`src/rtl/hpa_pkg.sv`:
```
package hpa_pkg;
    typedef enum logic [1:0] {
        TS_RUN   = 2'd0,
        TS_PARK  = 2'd1,
        TS_BOOST = 2'd2,
        TS_COOL  = 2'd3
    } tstate_e;

    typedef enum logic [1:0] {
        HK_NONE  = 2'd0,
        HK_PAUSE = 2'd1,
        HK_PRIO  = 2'd2
    } hkind_e;
endpackage

```
`src/rtl/hpa_hint_decode.sv`:
```
module hpa_hint_decode #(
    parameter int LO_W = 21,
    parameter int HI_W = 41
) (
    input  logic            vld,
    input  logic            qp,
    input  logic            wide,
    input  logic [LO_W-1:0] lo,
    input  logic [HI_W-1:0] hi,
    output hpa_pkg::hkind_e kind
);
    localparam int VAL_W = LO_W + HI_W;

    logic [VAL_W-1:0] value;

    always_comb begin
        value = wide ? {hi, lo} : {{HI_W{1'b0}}, lo};
        kind  = hpa_pkg::HK_NONE;
        if (vld && qp) begin
            if (value == VAL_W'(0))      kind = hpa_pkg::HK_PAUSE;
            else if (value == VAL_W'(1)) kind = hpa_pkg::HK_PRIO;
        end
    end
endmodule

```
`src/rtl/hpa_thread_fsm.sv`:
```
module hpa_thread_fsm #(
    parameter int ADDR_W    = 64,
    parameter int BOOST_LEN = 16,
    parameter int FLOOR_LEN = 32,
    parameter int TID       = 0
) (
    input  logic              clk,
    input  logic              rst_n,
    input  hpa_pkg::hkind_e   kind,
    input  logic              mon_ld,
    input  logic [ADDR_W-1:0] mon_addr,
    input  logic              st_vld,
    input  logic              st_tid,
    input  logic [ADDR_W-1:0] st_addr,
    input  logic              granted,
    output hpa_pkg::tstate_e  state,
    output logic              due
);
    import hpa_pkg::*;

    localparam int BW = (BOOST_LEN > 1) ? $clog2(BOOST_LEN) : 1;
    localparam int FW = (FLOOR_LEN > 1) ? $clog2(FLOOR_LEN) : 1;
    localparam logic [BW-1:0] PHASE_LAST = BW'(BOOST_LEN - 1);
    localparam logic [FW-1:0] FLOOR_LAST = FW'(FLOOR_LEN - 1);

    tstate_e            nxt;
    logic [BW-1:0]      phase_cnt;
    logic [FW-1:0]      park_cnt;
    logic [ADDR_W-1:3]  mon_q;
    logic               wake;

    assign wake = st_vld && (st_tid != 1'(TID)) && (st_addr[ADDR_W-1:3] == mon_q);

    // next-state selection
    always_comb begin
        nxt = state;
        unique case (state)
            TS_RUN: begin
                if (kind == HK_PAUSE)     nxt = TS_PARK;
                else if (kind == HK_PRIO) nxt = TS_BOOST;
            end
            TS_PARK: begin
                if (wake) nxt = TS_RUN;
            end
            TS_BOOST: begin
                if (kind == HK_PAUSE)             nxt = TS_PARK;
                else if (phase_cnt == '0)         nxt = TS_COOL;
            end
            TS_COOL: begin
                if (kind == HK_PAUSE)             nxt = TS_PARK;
                else if (phase_cnt == '0)         nxt = TS_RUN;
            end
        endcase
    end

    // state register and counters
    always_ff @(posedge clk) begin
        if (!rst_n) begin
            state     <= TS_RUN;
            phase_cnt <= '0;
            park_cnt  <= '0;
            mon_q     <= '0;
        end else begin
            state <= nxt;
            if (nxt != state && (nxt == TS_BOOST || nxt == TS_COOL))
                phase_cnt <= PHASE_LAST;
            else if (phase_cnt != '0)
                phase_cnt <= phase_cnt - 1'b1;
            if (state != TS_PARK || granted)
                park_cnt <= '0;
            else if (park_cnt != FLOOR_LAST)
                park_cnt <= park_cnt + 1'b1;
            if (mon_ld)
                mon_q <= mon_addr[ADDR_W-1:3];
        end
    end

    // outputs
    always_comb begin
        due = (state == TS_PARK) && (park_cnt == FLOOR_LAST);
    end
endmodule

```
`src/rtl/hpa_grant_arb.sv`:
```
module hpa_grant_arb (
    input  logic             clk,
    input  logic             rst_n,
    input  logic [1:0]       req,
    input  hpa_pkg::tstate_e st [2],
    input  logic [1:0]       due,
    output logic [1:0]       gnt
);
    import hpa_pkg::*;

    logic [1:0] rank [2];
    logic       rr_last;

    for (genvar t = 0; t < 2; t++) begin : g_rank
        always_comb begin
            if (due[t])                rank[t] = 2'd3;
            else if (st[t] == TS_BOOST) rank[t] = 2'd2;
            else if (st[t] == TS_PARK)  rank[t] = 2'd0;
            else                        rank[t] = 2'd1;
        end
    end

    always_comb begin
        unique case (req)
            2'b00: gnt = 2'b00;
            2'b01: gnt = 2'b01;
            2'b10: gnt = 2'b10;
            2'b11: begin
                if (rank[0] > rank[1])      gnt = 2'b01;
                else if (rank[1] > rank[0]) gnt = 2'b10;
                else                        gnt = rr_last ? 2'b01 : 2'b10;
            end
        endcase
    end

    always_ff @(posedge clk) begin
        if (!rst_n)   rr_last <= 1'b1;
        else if (|gnt) rr_last <= gnt[1];
    end
endmodule

```
`src/rtl/hint_prio_arb.sv`:
```
module hint_prio_arb #(
    parameter int ADDR_W    = 64,
    parameter int LO_W      = 21,
    parameter int HI_W      = 41,
    parameter int BOOST_LEN = 16,
    parameter int FLOOR_LEN = 32
) (
    input  logic                 clk,
    input  logic                 rst_n,
    input  logic [1:0]           hint_vld,
    input  logic [1:0]           hint_qp,
    input  logic [1:0]           hint_wide,
    input  logic [2*LO_W-1:0]    hint_lo,
    input  logic [2*HI_W-1:0]    hint_hi,
    input  logic [1:0]           req,
    input  logic [1:0]           mon_ld,
    input  logic [2*ADDR_W-1:0]  mon_addr,
    input  logic                 st_vld,
    input  logic                 st_tid,
    input  logic [ADDR_W-1:0]    st_addr,
    output logic [1:0]           gnt,
    output logic [3:0]           thr_state
);
    localparam int NTHR = 2;

    hpa_pkg::hkind_e  kind_w [NTHR];
    hpa_pkg::tstate_e st_w   [NTHR];
    logic [NTHR-1:0]  due_w;

    for (genvar t = 0; t < NTHR; t++) begin : g_thr
        hpa_hint_decode #(.LO_W(LO_W), .HI_W(HI_W)) u_dec (
            .vld  (hint_vld[t]),
            .qp   (hint_qp[t]),
            .wide (hint_wide[t]),
            .lo   (hint_lo[t*LO_W +: LO_W]),
            .hi   (hint_hi[t*HI_W +: HI_W]),
            .kind (kind_w[t])
        );

        hpa_thread_fsm #(
            .ADDR_W(ADDR_W), .BOOST_LEN(BOOST_LEN),
            .FLOOR_LEN(FLOOR_LEN), .TID(t)
        ) u_fsm (
            .clk      (clk),
            .rst_n    (rst_n),
            .kind     (kind_w[t]),
            .mon_ld   (mon_ld[t]),
            .mon_addr (mon_addr[t*ADDR_W +: ADDR_W]),
            .st_vld   (st_vld),
            .st_tid   (st_tid),
            .st_addr  (st_addr),
            .granted  (gnt[t]),
            .state    (st_w[t]),
            .due      (due_w[t])
        );

        assign thr_state[2*t +: 2] = st_w[t];
    end

    hpa_grant_arb u_arb (
        .clk   (clk),
        .rst_n (rst_n),
        .req   (req),
        .st    (st_w),
        .due   (due_w),
        .gnt   (gnt)
    );
endmodule

```
`config.mk`:
```
export PLATFORM = sky130hd
export DESIGN_NAME = hint_prio_arb
export DESIGN_NICKNAME = d
export VERILOG_FILES = /design/src/rtl/hpa_pkg.sv /design/src/rtl/hpa_hint_decode.sv /design/src/rtl/hpa_thread_fsm.sv /design/src/rtl/hpa_grant_arb.sv /design/src/rtl/hint_prio_arb.sv
export SDC_FILE = /design/constraint.sdc
export NUM_CORES = 1
export LEC_CHECK = 0
export CAP_MARGIN = 20
export CORE_MARGIN = 5
export CORE_UTILIZATION = 30
export DETAILED_ROUTE_END_ITERATION = 6
export GPL_TIMING_DRIVEN = 0
export SYNTH_ARGS = -nofsm -noshare
export SYNTH_HDL_FRONTEND = slang
export SYNTH_HIERARCHICAL = 1
export SYNTH_SLANG_ARGS = --single-unit
```
`constraint.sdc`:
```
create_clock -name clk -period 3.49 [get_ports clk]
set_input_delay 0.349 -clock clk [delete_from_list [all_inputs] [get_ports clk]]
set_output_delay 0.349 -clock clk [all_outputs]
set_load 0.05 [all_outputs]
```
# Word level (Yosys, flattened, before mapping)
# Cells that the tools add are included.
# word_totals
ff_bits	145
out_inout_bits	6
# op_classes
n_reduce_logical	28
eq_ne	29
bitwise	2
add_sub_neg	4
n_lt_le_gt_ge	2
muxes	38
# op_table
cell	count
62-bit by 1-bit equality test with 1-bit output, second input constant	2
62-bit logical NOT	2
62-bit 2-to-1 mux	2
61-bit equality test	2
2-bit 2-to-1 mux	27
2-bit equality test, second input constant	12
2-bit case mux with 4 select lines	3
4-bit 2-to-1 mux	4
5-bit by 1-bit adder with 5-bit output, second input constant	2
2-bit by 1-bit equality test with 1-bit output, second input constant	5
5-bit equality test, second input constant	2
1-bit logical AND	10
5-bit != test, second input constant	2
4-bit logical NOT	2
4-bit nonzero test	2
4-bit by 1-bit subtractor with 4-bit output, second input constant	2
2-bit logical NOT	3
2-bit OR reduction	3
2-bit > comparator	2
1-bit logical OR	4
2-bit by 1-bit != test with 1-bit output, second input constant	2
2-bit != test	2
2-bit nonzero test	2
1-bit 2-to-1 mux	2
1-bit NOT	2

# Longest topological paths before layout
# depth
depth_word	13
ltp_mapped	12

# Cells and area by module
# The synthesis kept the hierarchy.
# by_module_without_submodules
mod	seq_area_each_um2	area_per_inst_um2	n_inst	cells_per_inst
hpa_thread_fsm (g_thr[1].u_fsm)	1441.4	3583.4	1	357
hpa_thread_fsm (g_thr[0].u_fsm)	1441.4	3557.2	1	357
hpa_hint_decode	0.0	172.7	2	29
hpa_grant_arb	20.0	155.1	1	19

# Worst setup path after synthesis
# Ideal clock, no wire load.
# synth_path
path_type	register to register
start	reg g_thr[1].u_fsm.park_cnt[0]
end	reg g_thr[1].u_fsm.park_cnt[0]
period_less_slack_ps	2920
arrival_time_ps	2854
setup_slack_ps	570
path_buffers	1
setup_ps	65
stages_incl_launch_ff	13
t_required_ps	3425
cell_sequence	dfxtp_1 -> ha_1 -> and3_1 -> ha_1 -> clkbuf_1 -> and2_2 -> or2_2 -> ha_1 -> nor2b_4 -> o211ai_2 -> o21ai_1 -> nand3b_1 -> nor2_1
# synth_between
elab_chain_cells	9
# synth_lines
item	line	source
start, declared	hpa_thread_fsm.sv:28	logic [FW-1:0] park_cnt;
start signal, assigned	hpa_thread_fsm.sv:72	park_cnt <= park_cnt + 1'b1;
5-bit equality test (*)	hpa_thread_fsm.sv:80	due = (state == TS_PARK) && (park_cnt == FLOOR_LAST);
1-bit logical AND (*)	hpa_thread_fsm.sv:80	
via due_w[1]	hint_prio_arb.sv:28	logic [NTHR-1:0] due_w;
2-bit 2-to-1 mux (*)	hpa_grant_arb.sv:16	if (due[t]) rank[t] = 2'd3;
2-bit > comparator	hpa_grant_arb.sv:30	else if (rank[1] > rank[0]) gnt = 2'b10;
2-bit 2-to-1 mux	hpa_grant_arb.sv:30	
2-bit 2-to-1 mux (*)	hpa_grant_arb.sv:29	if (rank[0] > rank[1]) gnt = 2'b01;
2-bit case mux with 4 select lines (*)	hpa_grant_arb.sv:24	unique case (req)
via gnt[1]	hint_prio_arb.sv:21	output logic [1:0] gnt,
1-bit logical OR (*)	hpa_thread_fsm.sv:69	if (state != TS_PARK || granted)
2-bit OR reduction (no source line) (*)	n/a	
# The timed path passes the listed nets; every way through them passes the cells marked *.
# A chain may end at the register's enable or synchronous reset.

# Final worst setup path
# layout_path
start	reg g_thr[1].u_fsm.park_cnt[0]
end	out gnt[0]
# layout_between
elab_chain_cells	7
# layout_lines
item	line
5-bit equality test (*)	hpa_thread_fsm.sv:80
1-bit logical AND (*)	hpa_thread_fsm.sv:80
via due_w[1]	hint_prio_arb.sv:28
2-bit 2-to-1 mux (*)	hpa_grant_arb.sv:16
2-bit > comparator	hpa_grant_arb.sv:30
2-bit 2-to-1 mux	hpa_grant_arb.sv:30
2-bit 2-to-1 mux (*)	hpa_grant_arb.sv:29
2-bit case mux with 4 select lines (*)	hpa_grant_arb.sv:24
end, declared	hint_prio_arb.sv:21
# Marked as above.

==> results_dict.tcl <==
set metrics [dict create \
    cts_buffer_depth 2 \
    post-route-period-util 0.944 \
    cts_made_buffers 17 \
    netlist_area_sq_um 7640 \
    drt-wirelength-per-cell_microns 20.5 \
    dp_slack_ps -29.4 \
    avgSynthCellArea_sq_um 9.66 \
    layout-drive-gt1-share 0.0524 \
    fin_ws_ps 194 \
    core_area_sq_um 25100 \
    grt_pass1_wl_mm 43.2 \
    hold_viol 0 \
    synth_top_area_cell "dfxtp_1" \
    wl_mm 30.3 \
    critPathMaxFanout 6 \
    drc 0 \
    ys_top_cells_by_area "dfxtp_1 38%, mux2i_1 17%, nor2b_1 11%" \
    critical_path_class "reg -> out" \
    yosysSeqAreaShare 0.380 \
    syn_to_final_growth_pct 56.1 \
    p_comb_frac 0.203 \
    first_global_vias 7184 \
    grt_max_degree 17 \
    crit_end "gnt[0]" \
    clockRootBuffer "clkbuf_16" \
    seqPwrFrac 0.386 \
    ys_ff_latch 145 \
    maxCapViolations 0 \
    synth_enable_flop_cells 0 \
    async_reset_ff_frac 0 \
    via_count 6966 \
    syn_inst 791 \
    switching_power_mw 1.20 \
    finish.instance_area_sq_um 11900 \
    rsz0062_at_grt "yes" \
    p_total_mw 4.74 \
    ir_worst_vdd_uv 281 \
    clk_pin_slew_ps 60 \
    grtUsageTotal 0.203 \
    cts.sinks 145 \
    period_needed_ps 3300 \
    die-area_sq_um 28800 \
    drt-pass1-iter-count 5 \
    p_int_mw 3.55 \
    viasPerCell 4.71 \
    io_pins 336 \
    synth_ff_type "dfxtp_1" \
    crit_arrival_ps 2950 \
    skew_ps 9.45 \
    powerDensity_nw_per_um2 398 \
    postPlaceCellArea_sq_um 11300 \
    place_hpwl_mm 25.6 \
    place_congestion 0.871 \
    tightestPinTransition_ps 751 \
    num-nets-final 1474 \
    cts.htree.levels 4 \
    port_buffers 324 \
    final-setup-viol-count 0 \
    die_x_microns 170 \
    clkLatencyLatePin_ps 420 \
    synth_nets 1131 \
    regToRegSetupSlack_ps 640 \
    layout.cells.non_filler 1478 \
    ctsHoldBuffers 0 \
    ant_nets 0 \
    relSlewSlack 0.497 \
    switching_share 0.252 \
    die_height_microns 170 \
    critical_path_required_ps 3140 \
    status "complete, no violations" \
    cts_tree "done" \
    antenna_found_initial 9 \
    initial_core_util 0.304 \
    cp-start-kind "flip-flop" \
    synth_top_area_frac 0.380 \
    core.rowCount 58 \
    cp-end-kind "output port" \
    slew_viol_final 0 \
    yosysUniqueCellTypes 55 \
    clkPwrFrac 0.411 \
    overflow 0 \
    reg2reg_to "g_thr[1].u_fsm/park_cnt[2]" \
    crit-reg2reg-launch "g_thr[1].u_fsm/park_cnt[0]" \
    dr.first_iter.drc_count 344 \
    ys.warnings.count 6 \
    post_cts_buffers 0 \
    hp-class "in -> reg" \
    fmax_mhz 303 \
    reg2reg_depth 12 \
    hold_depth 3 \
    p_leak_nw 4.72 \
    dp_cells 1445 \
    cp-startpoint "g_thr[1].u_fsm/park_cnt[0]" \
]
cells by family (layout without fill, tap and decap cells):
logic type | count (synthesis) | after routing | synth area share
mux | 128 | 128 | 0.168
fa+ha+maj | 10 | 10 | 0.0164
buf+inv | 71 | 426 | 0.0368
xor+xnor | 98 | 98 | 0.112
flops | 145 | 145 | 0.380
simple gates | 275 | 275 | 0.223
compound gates | 64 | 64 | 0.0639
other cells | 0 | 2 | 0
final cells by class:
cell class,count,area [sq um]
repair buffers,324,3250
flip-flops and latches,145,2900
well taps,330,413
plain buffers,30,128
diodes,2,5.00
multi-input cells,575,4460
fillers,2429,13200
clock inverters,13,184
clock buffers,18,439
inverters,41,154
layer usage:
| layer | GRT usage | vias to the layer above | share of wire |
|---|---|---|---|
| li1 | - | 3456 | - |
| met1 | 0.254 | 3201 | 0.43 |
| met2 | 0.342 | 260 | 0.48 |
| met3 | 0.0641 | 35 | 0.076 |
| met4 | 0.0448 | 14 | 0.014 |
| met5 | 0 | - | 0.0027 |
how the worst min path moves through the flow:
stage	start	to	slack, ps
floorplan	rst_n	u_arb/rr_last	440
global placement	g_thr[0].u_fsm/park_cnt[4]	g_thr[0].u_fsm/park_cnt[4]	480
detailed placement	g_thr[1].u_fsm/park_cnt[4]	g_thr[1].u_fsm/park_cnt[4]	490
CTS	mon_ld[0]	g_thr[0].u_fsm/mon_q[25]	460
global route	mon_ld[0]	g_thr[0].u_fsm/mon_q[25]	490
finish	mon_ld[0]	g_thr[0].u_fsm/mon_q[25]	490
flip-flops by register name, indices dropped and copies added (netlist names):
signal / count
g_thr.u_fsm/mon_q: 122
g_thr.u_fsm/park_cnt: 10
g_thr.u_fsm/phase_cnt: 8
g_thr.u_fsm/state: 4
u_arb/rr_last: 1
placed cells by master (no fill, tap or decap), types with 3 or more instances in the layout:
cell type / count
and2_1: 3
dfxtp_1: 145
clkdlybuf4s50_1: 322
buf_2: 12
o221ai_1: 3
clkbuf_1: 18
o21ai_0: 4
a22oi_1: 7
and3_1: 6
xor2_1: 39
ha_1: 10
nor2_1: 25
nor4_1: 38
clkinv_2: 3
inv_1: 39
o22ai_1: 10
bufinv_16: 4
o21ai_1: 7
nand3b_1: 3
and4_1: 3
clkinvlp_4: 3
nor2b_1: 135
nand2_1: 4
mux2i_1: 128
clkbuf_16: 17
xnor2_1: 59
o21a_1: 8
nand2b_1: 5
nor3_1: 4
nand4_1: 20
nand3_1: 9
or4_1: 5
critical path, cell delays in order, from the launching register on:
cell	delay (ps)
dfxtp_1	330
ha_1	200
and3_1	180
ha_1	170
clkbuf_1	180
and2_2	220
or2_2	270
ha_1	310
nor2b_4	130
o211ai_2	170
and2_1	200
buf_6	170
cells in the mapped netlist (all sizes together), types with 10 or more instances:
library cell,count
buf,12
clkbuf,18
dfxtp,145
ha,10
inv,40
mux2i,128
nand4,20
nor2,25
nor2b,136
nor4,38
o21ai,11
o22ai,10
xnor2,59
xor2,39
through the flow:
step | utilization | hold slack, ps | TNS (ps)
3_3_place_gp | 0.450 | 481 | -4.80
2_1_floorplan | - | 438 | 0
3_5_place_dp | 0.450 | 494 | -36.3
6_report | 0.475 | 488 | 0
5_1_grt | 0.475 | 487 | -38.3
4_1_cts | 0.474 | 463 | 0
power groups by stage:
stage | Clock [mW] | Sequential [mW] | Combinational [mW]
floorplan | 0 | 1.84 | 0.428
global placement | 0 | 1.86 | 0.955
detailed placement | 0 | 1.86 | 0.963
CTS | 1.99 | 1.83 | 0.966
global route | 2.06 | 1.84 | 1.04
finish | 1.95 | 1.83 | 0.963
what timing repair did:
action	CTS	global route
gates cloned	0	0
setup endpoints to repair	2	2
resized for setup	10	6
(Power assumes the default switching activity.)
